## src/rtl/adc_scan_pkg.sv

```systemverilog
`timescale 1ns/1ps
// Shared definitions for the scanning sample sequencer: register word
// addresses, bit positions within the register words, engine states.
// Assumes a 32-bit register word and 2-bit word addressing.
package adc_scan_pkg;
    localparam logic [1:0] ADDR_CTRL  = 2'd0;
    localparam logic [1:0] ADDR_LIST  = 2'd1;
    localparam logic [1:0] ADDR_DELAY = 2'd2;
    localparam logic [1:0] ADDR_FIFO  = 2'd3;

    localparam int CTL_EN      = 0;
    localparam int CTL_CONT    = 1;
    localparam int CTL_START   = 2;
    localparam int CTL_IRQ_EN  = 3;
    localparam int CTL_THR_LSB = 4;
    localparam int CTL_STOP    = 14;
    localparam int ST_LVL_LSB  = 21;
    localparam int ST_EMPTY    = 26;
    localparam int ST_FULL     = 27;
    localparam int ST_SBUSY    = 28;
    localparam int ST_ABUSY    = 29;
    localparam int ST_DBUSY    = 30;
    localparam int LIST_MAX_LSB = 24;

    typedef enum logic [1:0] {
        ENG_IDLE = 2'd0,
        ENG_CONV = 2'd1,
        ENG_WAIT = 2'd2
    } eng_state_t;
endpackage

```

## src/rtl/adc_scan_fifo.sv

```systemverilog
`timescale 1ns/1ps
// Result FIFO. A push while full is dropped. A pop while empty does
// nothing, and the head then reads as zero. Assumes DEPTH is a power of two
// so the pointers wrap naturally.
module adc_scan_fifo #(
    parameter int DEPTH = 32,
    parameter int WIDTH = 15
) (
    input  logic                     clk,
    input  logic                     rst_n,
    input  logic                     push,
    input  logic [WIDTH-1:0]         wdata,
    input  logic                     pop,
    output logic [WIDTH-1:0]         rdata,
    output logic [$clog2(DEPTH):0]   count,
    output logic                     full,
    output logic                     empty
);
    localparam int PTR_W = $clog2(DEPTH);
    localparam int CNT_W = PTR_W + 1;

    logic [WIDTH-1:0] mem [DEPTH];
    logic [PTR_W-1:0] wptr, rptr;
    logic             push_ok, pop_ok;

    assign full    = (count == CNT_W'(DEPTH));
    assign empty   = (count == '0);
    assign push_ok = push && !full;
    assign pop_ok  = pop && !empty;
    assign rdata   = empty ? '0 : mem[rptr];

    // Storage write; no reset needed for the data array.
    always_ff @(posedge clk) begin
        if (push_ok) mem[wptr] <= wdata;
    end

    // Pointer and level bookkeeping.
    always_ff @(posedge clk) begin
        if (!rst_n) begin
            wptr  <= '0;
            rptr  <= '0;
            count <= '0;
        end else begin
            if (push_ok) wptr <= wptr + 1'b1;
            if (pop_ok)  rptr <= rptr + 1'b1;
            case ({push_ok, pop_ok})
                2'b10:   count <= count + 1'b1;
                2'b01:   count <= count - 1'b1;
                default: count <= count;
            endcase
        end
    end
endmodule

```

## src/rtl/adc_scan_engine.sv

```systemverilog
`timescale 1ns/1ps
// Scan engine: walks the channel list, handshakes with the converter,
// emits one tagged result per conversion and times the pause between
// conversions. Start is honoured only when idle. A stop is latched and
// taken at the next conversion boundary or during the pause.
module adc_scan_engine
    import adc_scan_pkg::*;
#(
    parameter int LIST_LEN = 8,
    parameter int CHAN_W   = 3,
    parameter int SAMPLE_W = 12,
    parameter int DLY_W    = 8
) (
    input  logic                         clk,
    input  logic                         rst_n,
    input  logic                         start,
    input  logic                         stop,
    input  logic                         cont,
    input  logic [LIST_LEN*CHAN_W-1:0]   list,
    input  logic [$clog2(LIST_LEN)-1:0]  max_idx,
    input  logic [DLY_W-1:0]             dly,
    output logic                         conv_req,
    output logic [CHAN_W-1:0]            conv_chan,
    input  logic                         conv_done,
    input  logic [SAMPLE_W-1:0]          conv_data,
    output logic                         push,
    output logic [CHAN_W+SAMPLE_W-1:0]   push_word,
    output logic                         busy
);
    localparam int IDX_W = $clog2(LIST_LEN);

    eng_state_t       state;
    logic [IDX_W-1:0] idx;
    logic [DLY_W-1:0] dcnt;
    logic             stop_pend, halt, last;

    assign halt      = stop_pend || stop;
    assign last      = (idx == max_idx);
    assign busy      = (state != ENG_IDLE);
    assign conv_req  = (state == ENG_CONV);
    assign conv_chan = list[int'(idx)*CHAN_W +: CHAN_W];
    assign push      = conv_req && conv_done;
    assign push_word = {conv_chan, conv_data};

    // Scan sequencing, pause counting and stop handling.
    always_ff @(posedge clk) begin
        if (!rst_n) begin
            state     <= ENG_IDLE;
            idx       <= '0;
            dcnt      <= '0;
            stop_pend <= 1'b0;
        end else begin
            case (state)
                ENG_IDLE: begin
                    stop_pend <= 1'b0;
                    if (start) begin
                        state <= ENG_CONV;
                        idx   <= '0;
                    end
                end
                ENG_CONV: begin
                    stop_pend <= halt;
                    if (conv_done) begin
                        if (halt || (last && !cont)) begin
                            state     <= ENG_IDLE;
                            stop_pend <= 1'b0;
                        end else begin
                            state <= ENG_WAIT;
                            dcnt  <= '0;
                            idx   <= last ? '0 : IDX_W'(idx + 1'b1);
                        end
                    end
                end
                ENG_WAIT: begin
                    if (halt) begin
                        state     <= ENG_IDLE;
                        stop_pend <= 1'b0;
                    end else if (dcnt == dly) begin
                        state <= ENG_CONV;
                    end else begin
                        dcnt <= dcnt + 1'b1;
                    end
                end
                default: state <= ENG_IDLE;
            endcase
        end
    end
endmodule

```

## src/rtl/adc_scan_seq.sv

```systemverilog
`timescale 1ns/1ps
// Top of the sequencer: register file and read mux, start/stop decode,
// FIFO level interrupt, and the engine and FIFO instances. Assumes
// the fixed 32-bit register layout from adc_scan_pkg. The averaging and
// delta busy flags read as zero because no such stage is present.
module adc_scan_seq
    import adc_scan_pkg::*;
#(
    parameter int FIFO_DEPTH = 32,
    parameter int LIST_LEN   = 8,
    parameter int CHAN_W     = 3,
    parameter int SAMPLE_W   = 12,
    parameter int DLY_W      = 8
) (
    input  logic                clk,
    input  logic                rst_n,
    input  logic                bus_wr,
    input  logic                bus_rd,
    input  logic [1:0]          bus_addr,
    input  logic [31:0]         bus_wdata,
    output logic [31:0]         bus_rdata,
    output logic                conv_req,
    output logic [CHAN_W-1:0]   conv_chan,
    input  logic                conv_done,
    input  logic [SAMPLE_W-1:0] conv_data,
    output logic                fifo_irq
);
    localparam int LVL_W  = $clog2(FIFO_DEPTH);
    localparam int CNT_W  = LVL_W + 1;
    localparam int IDX_W  = $clog2(LIST_LEN);
    localparam int WORD_W = CHAN_W + SAMPLE_W;

    logic                       en_q, cont_q, irq_en_q;
    logic [LVL_W-1:0]           thr_q;
    logic [LIST_LEN*CHAN_W-1:0] list_q;
    logic [IDX_W-1:0]           max_q;
    logic [DLY_W-1:0]           dly_q;
    logic                       wr_ctrl, start, stop, pop, push, eng_busy;
    logic [WORD_W-1:0]          push_word, head;
    logic [CNT_W-1:0]           fifo_cnt;
    logic                       fifo_full, fifo_empty;
    logic                       unused_wdata;

    assign wr_ctrl = bus_wr && (bus_addr == ADDR_CTRL);
    assign start   = wr_ctrl && bus_wdata[CTL_START] && bus_wdata[CTL_EN];
    assign stop    = wr_ctrl && bus_wdata[CTL_STOP];
    assign pop     = bus_rd && (bus_addr == ADDR_FIFO);
    assign fifo_irq = irq_en_q && ({1'b0, thr_q} <= fifo_cnt);
    assign unused_wdata = ^bus_wdata;

    // Configuration registers written from the bus.
    always_ff @(posedge clk) begin
        if (!rst_n) begin
            en_q     <= 1'b0;
            cont_q   <= 1'b0;
            irq_en_q <= 1'b0;
            thr_q    <= '0;
            list_q   <= '0;
            max_q    <= '0;
            dly_q    <= '0;
        end else if (bus_wr) begin
            case (bus_addr)
                ADDR_CTRL: begin
                    en_q     <= bus_wdata[CTL_EN];
                    cont_q   <= bus_wdata[CTL_CONT];
                    irq_en_q <= bus_wdata[CTL_IRQ_EN];
                    thr_q    <= bus_wdata[CTL_THR_LSB +: LVL_W];
                end
                ADDR_LIST: begin
                    list_q <= bus_wdata[0 +: LIST_LEN*CHAN_W];
                    max_q  <= bus_wdata[LIST_MAX_LSB +: IDX_W];
                end
                ADDR_DELAY: dly_q <= bus_wdata[0 +: DLY_W];
                default: ;
            endcase
        end
    end

    // Read data mux.
    always_comb begin
        bus_rdata = '0;
        case (bus_addr)
            ADDR_CTRL: begin
                bus_rdata[CTL_EN]                 = en_q;
                bus_rdata[CTL_CONT]               = cont_q;
                bus_rdata[CTL_IRQ_EN]             = irq_en_q;
                bus_rdata[CTL_THR_LSB +: LVL_W]   = thr_q;
                bus_rdata[ST_LVL_LSB +: LVL_W]    = fifo_cnt[LVL_W-1:0];
                bus_rdata[ST_EMPTY]               = fifo_empty;
                bus_rdata[ST_FULL]                = fifo_full;
                bus_rdata[ST_SBUSY]               = eng_busy;
                bus_rdata[ST_ABUSY]               = 1'b0;
                bus_rdata[ST_DBUSY]               = 1'b0;
            end
            ADDR_LIST: begin
                bus_rdata[0 +: LIST_LEN*CHAN_W]   = list_q;
                bus_rdata[LIST_MAX_LSB +: IDX_W]  = max_q;
            end
            ADDR_DELAY: bus_rdata[0 +: DLY_W]     = dly_q;
            default:    bus_rdata[0 +: WORD_W]    = head;
        endcase
    end

    adc_scan_engine #(
        .LIST_LEN (LIST_LEN),
        .CHAN_W   (CHAN_W),
        .SAMPLE_W (SAMPLE_W),
        .DLY_W    (DLY_W)
    ) u_engine (
        .clk       (clk),
        .rst_n     (rst_n),
        .start     (start),
        .stop      (stop),
        .cont      (cont_q),
        .list      (list_q),
        .max_idx   (max_q),
        .dly       (dly_q),
        .conv_req  (conv_req),
        .conv_chan (conv_chan),
        .conv_done (conv_done),
        .conv_data (conv_data),
        .push      (push),
        .push_word (push_word),
        .busy      (eng_busy)
    );

    adc_scan_fifo #(
        .DEPTH (FIFO_DEPTH),
        .WIDTH (WORD_W)
    ) u_fifo (
        .clk   (clk),
        .rst_n (rst_n),
        .push  (push),
        .wdata (push_word),
        .pop   (pop),
        .rdata (head),
        .count (fifo_cnt),
        .full  (fifo_full),
        .empty (fifo_empty)
    );
endmodule

```

## config.mk

```make
export PLATFORM = sky130hd
export DESIGN_NAME = adc_scan_seq
export DESIGN_NICKNAME = d
export VERILOG_FILES = /design/src/rtl/adc_scan_pkg.sv /design/src/rtl/adc_scan_fifo.sv /design/src/rtl/adc_scan_engine.sv /design/src/rtl/adc_scan_seq.sv
export SDC_FILE = /design/constraint.sdc
export NUM_CORES = 1
export LEC_CHECK = 0
export ABC_CLOCK_PERIOD_IN_PS = 3710
export CELL_PAD_IN_SITES_DETAIL_PLACEMENT = 0
export CELL_PAD_IN_SITES_GLOBAL_PLACEMENT = 1
export CORE_MARGIN = 2
export CORE_UTILIZATION = 40
export CTS_BUF_LIST = sky130_fd_sc_hd__clkbuf_8
export DETAILED_ROUTE_END_ITERATION = 10
export DONT_BUFFER_PORTS = 1
export PLACE_DENSITY = 0.58
export SYNTH_ARGS = -nofsm -noshare
export SYNTH_HDL_FRONTEND = slang
export SYNTH_SLANG_ARGS = --single-unit
```

## constraint.sdc

```tcl
create_clock -name clk -period 3.71 [get_ports clk]
set_clock_uncertainty 0.1 [all_clocks]
set_input_delay 0.5565 -clock clk [delete_from_list [all_inputs] [get_ports clk]]
set_output_delay 0.5565 -clock clk [all_outputs]
set_load 0.03 [all_outputs]
```

# Word level (Yosys, flattened, before mapping)

Memory sizes are Yosys's and may differ from the RTL's. A register that Yosys moved wholly into a read port is not among the register bits.
Index checks and enable logic that the tools add are counted.

Memory bits (writable): 480
Word-level logic and storage cells: 106
Register bits: 73
Input bits: 51
Memories: 1
Output and inout port bits: 37

Shifts and indexed selects: 1
Add/subtract/negate cells: 6
Multiply operators: 1
Reductions and logical operators: 31
Muxes and demuxes: 34
Equal/unequal tests: 17
$lt $le $gt $ge: 1

Memory list:

| memory     | depth | width | read ports | clocked after memory_dff | write ports | RTL line            | source |
|---|---|---|---|---|---|---|---|
| u_fifo.mem | 32    | 15    | 1          | 1                        | 1           | adc_scan_fifo.sv:22 | `logic [WIDTH-1:0] mem [DEPTH];` |

Operator list:

| kind                                                | count |
|---|---|
| one-hot mux 6 bit (2 select lines)                  | 3 |
| two-way mux 8 bit                                   | 4 |
| indexed part select 24 x 32 -> 3 bit                | 1 |
| one-hot mux 8 bit (2 select lines)                  | 1 |
| two-way mux 15 bit                                  | 1 |
| one-hot mux 5 bit (3 select lines)                  | 1 |
| two-way mux 2 bit                                   | 6 |
| two-way mux 3 bit                                   | 4 |
| one-hot mux 2 bit (3 select lines)                  | 2 |
| adder 5 x 1 -> 5 bit, second input constant         | 2 |
| logical AND 1 bit                                   | 10 |
| two-way mux 5 bit                                   | 2 |
| != test 2 bit, second input constant                | 5 |
| one-hot mux 1 bit (3 select lines)                  | 3 |
| adder 8 x 1 -> 8 bit, second input constant         | 1 |
| equality test 2 bit, second input constant          | 4 |
| equality test 8 bit                                 | 1 |
| AND reduction 2 bit                                 | 4 |
| nonzero test 2 bit                                  | 4 |
| adder 6 x 1 -> 6 bit, second input constant         | 1 |
| equality test 2 x 1 -> 1 bit, second input constant | 3 |
| equality test 6 bit, second input constant          | 1 |
| less-or-equal comparator 5 x 6 -> 1 bit             | 1 |
| zero test 6 bit                                     | 1 |
| 17 further kinds                                    | 25 |

# Logic depth before layout (Yosys ltp)

Word-level depth: 8
Gate-level depth with buffers: 13
Mapped depth without buffers: 11

# Modules after synthesis

From an unflattened synthesis, not the netlist that was laid out.

Cell total of the unflattened synthesis: 1304
Area, all modules: 23234.8 um^2

By module, submodules not included:

| module          | instances | cells an instance | area each (um^2) | sequential area each (um^2) |
|---|---|---|---|---|
| adc_scan_fifo   | 1         | 917               | 19636.3          | 14834.2 |
| adc_scan_seq    | 1         | 258               | 2361.0           | 860.8 |
| adc_scan_engine | 1         | 129               | 1237.4           | 280.3 |

# Least setup slack after synthesis

Ideal clock, no wire load.

Kind: reg-to-reg
Start: register u_fifo.count[0]
End: register u_fifo.count[4]
Buffers on the path: 3
Cell stages (with the launch flop): 14
Period minus slack after synthesis: 3.240 ns
Path slack: 0.470 ns
Data required time: 3.495 ns
Setup time: 0.115 ns
Arrival: 3.025 ns
Cell sequence: dfxtp_1 -> clkbuf_1 -> or4_1 -> o31a_1 -> clkbuf_1 -> ha_1 -> clkbuf_1 -> xor2_1 -> ha_1 -> a31oi_1 -> or3_1 -> a41oi_1 -> xnor2_1 -> and2_1

Word-level cells in the longest chain between the ends: 5
Elaborated cells on any way between the ends: 12
Those cells by class: 2 x add/sub; 3 x eq/ne; 1 x mux; 6 x reduce/logical

RTL lines:

| item                                                                            | RTL line            | source |
|---|---|---|
| from (decl)                                                                     | adc_scan_fifo.sv:15 | `output logic [$clog2(DEPTH):0] count,` |
| from (signal assigned)                                                          | adc_scan_fifo.sv:47 | `2'b10: count <= count + 1'b1;` |
| from (signal assigned)                                                          | adc_scan_fifo.sv:48 | `2'b01: count <= count - 1'b1;` |
| from (signal assigned)                                                          | adc_scan_fifo.sv:49 | `default: count <= count;` |
| zero test 6 bit (*)                                                             | adc_scan_fifo.sv:27 | `assign empty = (count == '0);` |
| zero test 1 bit (*)                                                             | adc_scan_fifo.sv:29 | `assign pop_ok = pop && !empty;` |
| logical AND 1 bit (*)                                                           | adc_scan_fifo.sv:29 |  |
| via u_fifo.pop_ok                                                               | adc_scan_fifo.sv:24 | `logic push_ok, pop_ok;` |
| equality test 2 x 1 -> 1 bit / equality test 2 bit (equally long branches)      | adc_scan_fifo.sv:46 | `case ({push_ok, pop_ok})` |
| one-hot mux 6 bit (2 select lines) / nonzero test 2 bit (equally long branches) | --                  |  |

The timed path passes the listed nets; every way through them passes the cells marked *.
A chain may end at the register's enable or synchronous reset.

==> results.py <==
metrics = {
    "sta": {
        "setup_violations": 0,
        "fin_crit_ns": 3.613,
        "fmax_mhz": 276.8,
        "fin_crit_sh_pct": 97.39,
        "max_slew_margin_pct": 23.94,
        "worst_slew_pin_slew_ns": 1.137,
        "slew_viol_final": 0,
        "hold_violations": 0,
        "whs_ns": 0.06510,
        "rsz0062_at_grt": "true",
    },
    "synth": {
        "avgSynthCellArea_um2": 17.30,
        "synth_enable_flop_cells": 480,
        "synth_top_area_share_pct": 63.90,
        "yosys_warnings": 0,
        "ys_types": 59,
        "synth-seq-cells": 558,
        "yosys-top-cells-area": "edfxtp_1 64%, mux4_2 13%, dfxtp_1 6.9%, nand2_1 1.9%, a21boi_0 1.6%",
        "yosysSeqAreaShare_pct": 70.83,
        "netlist_area_um2": 22560,
        "async_flop_share_pct": 0,
        "synthXorXnorAreaFrac_pct": 1.126,
        "yosys.area_share.simple_pct": 6.113,
        "synth_top_cell_by_area": "edfxtp_1",
        "synth_flop_cell": "edfxtp_1",
        "synth_compound_area_share_pct": 5.309,
        "synthMuxAreaShare_pct": 14.21,
        "synth_fa_ha_area_share_pct": 0.7766,
        "syn_inst": 1304,
        "synth_top_family_by_area": "multiplexers",
    },
    "floorplan": {
        "fp-row-count": 87,
        "io_pins": 88,
        "die_area_um2": 58300,
        "fp.dieH_um": 241.5,
        "initial_core_util_pct": 40.23,
        "die_x_um": 241.5,
        "core_area_um2": 56060,
    },
    "clock_tree": {
        "cts_made_buffers": 95,
        "cts_sinks": 558,
        "cts_root_buffer": "clkbuf_8",
        "clockBufferDepth": 3,
        "cts_max_level": 3,
        "clkTransAtPathRegs_ns": 0.06,
        "cts_tree": "yes",
        "clock_latency_ns": 0.68,
    },
    "power": {
        "total_power_uw": 12190,
        "internal-power_uw": 9514,
        "leakage_uw": 0.008480,
        "ir_drop_uv": 231.1,
        "combPwrFrac_pct": 2.3,
        "cellPowerDensity_nw_per_um2": 457.4,
        "p_seq_share_pct": 56.1,
        "power.clock.fraction_pct": 41.6,
        "p_sw_uw": 2675,
        "swShare_pct": 21.94,
    },
    "routing": {
        "routed_wl_um": 58510,
        "antenna_left": 0,
        "dr.pass1.iters": 5,
        "drtIter0Drc": 934,
        "vias": 12360,
        "wl_per_cell_um": 25.58,
        "remaining_drc_errors": 0,
        "drt-vias-per-instance": 5.404,
    },
    "critical_path": {
        "cp.arrival_ns": 2.96,
        "max_stage_delay_ns": 0.55,
        "critPathSlowestCell": "mux4_2",
        "path_class": "flop to output pin",
        "cp-end-kind": "output pin",
        "cp_data_required_time_ns": 3.05,
        "crit_chain": "buf_4, buf_16, mux4_2, a22oi_2, a21oi_1, a221o_1, buf_12",
        "start_kind": "flop",
        "worst-path-max-fanout": 23,
    },
    "grt": {
        "grt_max_degree": 73,
        "gr-max-usage-layer": "met2",
        "track_usage_pct": 20.55,
        "grt_pass1_wl_um": 85620,
        "grt_pass1_vias": 12990,
        "grt_overflow_total": 0,
        "grt.met2_usage_pct": 34.18,
        "grt_use_met3_pct": 4.877,
        "antenna_found_initial": 1,
        "grt_use_met1_pct": 27.14,
    },
    "placed_design": {
        "port_buffers": 0,
        "gp_congestion": 0.8032,
        "dp_hpwl_um": 35880,
    },
    "layout": {
        "area_delta_synth_final_pct": 18.13,
        "fin_nets": 1525,
        "final_cell_mix": "480 x edfxtp_1, 126 x mux4_2, 111 x nand2_1, 95 x clkbuf_8, 74 x dfxtp_1",
        "nFillCells": 4871,
        "ff_latch_area_um2": 15990,
        "diodes": 0,
        "final_common_cell": "edfxtp_1",
        "drive_above_1_share_pct": 26.32,
        "multi_input_area_um2": 6434,
    },
    "run": {
        "maxCapViolCount": 0,
    },
    "worst_hold_path": {
        "hold_path.class": "input port to flop",
    },
    "status": {
        "status": "finished clean",
    },
}
-- path summary, 6_finish.rpt --
kind                                 from  cells past startpoint                              end  slack [ns]
max                                  flop                      7                    bus_rdata[14]         0.1
max reg2reg  u_fifo.count[0]$_SDFFE_PN0P_                     13     u_fifo.count[4]$_SDFFE_PN0P_        0.73
min reg2reg             en_q$_SDFFE_PN0N_                      2                en_q$_SDFFE_PN0N_        0.38
min                         bus_wdata[14]                      2  u_engine.stop_pend$_SDFFE_PN0P_        0.07
-- cell type report --
type | instances | share of cell area (%)
clock inverters | 73 | 1.484
clock buffers | 95 | 4.907
repair buffers | 134 | 5.795
well taps | 756 | 3.550
multi-input cells | 662 | 24.15
inverters | 9 | 0.1268
flip-flops and latches | 558 | 59.99
-- cell families after synthesis --
logic type               after synthesis
flip-flops                           558
AND/OR/NAND/NOR                      291
AO/OA/AOI/OAI                        163
multiplexers                         162
buffers and inverters                 86
XOR/XNOR                              29
adder cells (fa/ha/maj)               14
other                                  1
-- synth_stat cells (8+ instances only) --
| master | instances |
|---|---|
| a21boi_0 | 49 |
| inv_1 | 8 |
| mux2i_1 | 30 |
| buf_2 | 13 |
| a221o_1 | 12 |
| dfxtp_1 | 78 |
| and2_1 | 25 |
| o21ai_0 | 11 |
| xor2_1 | 8 |
| buf_1 | 10 |
| a22oi_1 | 39 |
| nor3_1 | 9 |
| edfxtp_1 | 480 |
| ha_1 | 14 |
| a21oi_1 | 18 |
| xnor2_1 | 21 |
| mux4_2 | 126 |
| nand2_1 | 112 |
| nand3_1 | 25 |
| nor2_1 | 64 |
| clkbuf_1 | 49 |
| nor2b_1 | 18 |
-- metal layers --
| metal | wire [um] | part of all wire, % | up-vias |
|---|---|---|---|
| met2 | 28970 | 50 | 335 |
| li1 | - | - | 5487 |
| met4 | 1130 | 1.9 | 0 |
| met3 | 3659 | 6.3 | 75 |
| met1 | 24740 | 42 | 6462 |
| met5 | 0 | 0 | - |
-- metrics by stage --
stage / TNS [ns] / utilization (%) / area (um2) / std cells / setup WS, ns
after global placement: 0 / 42.65 / 23910 / 2063 / 0.5574
after global routing: -0.06066 / 47.53 / 26650 / 2287 / -0.03590
after floorplan: 0 / - / 22560 / 1306 / 0.4703
final: 0 / 47.53 / 26650 / 2287 / 0.09698
after CTS: -0.08113 / 47.36 / 26550 / 2284 / -0.02502
after detailed placement: 0 / 42.65 / 23910 / 2063 / 0.5694
-- worst max-delay path, delay by kind of cell (launching register included) --
| family | cells | cell delay [ns] |
|---|---|---|
| AOI/OAI and AO/OA | 3 | 0.75 |
| muxes | 1 | 0.55 |
| DFF | 1 | 0.37 |
| buffers and inverters | 3 | 0.58 |
-- repair_timing --
item | 4_1_cts | 5_1_grt
buffers inserted | 8 | 3
resized for setup | 40 | 18
hold buffers | 42 | 0
cloned | 3 | 0
pin swaps | 9 | 1
endpoints found under the setup margin | 14 | 14
endpoints found under the hold margin | 456 | 0
-- registers in the layout, indices dropped and copies added, names as in the netlist, named ones only --
signal,count
thr_q,5
u_engine.dcnt,8
u_engine.state,2
u_engine.stop_pend,1
dly_q,8
u_fifo.mem,480
irq_en_q,1
list_q,24
en_q,1
max_q,3
u_fifo.wptr,5
u_engine.idx,3
cont_q,1
u_fifo.count,6
u_fifo.rptr,5
-- power groups by stage --
stage / clock network [uW] / logic, uW / registers, uW
finish: 5070 / 281 / 6830
global route: 5520 / 307 / 6830
CTS: 5240 / 285 / 6830
detailed placement: 0 / 145 / 6960
global placement: 0 / 144 / 6960
floorplan: 0 / 123 / 6960
No activity file was read; power rests on OpenSTA's default activity.
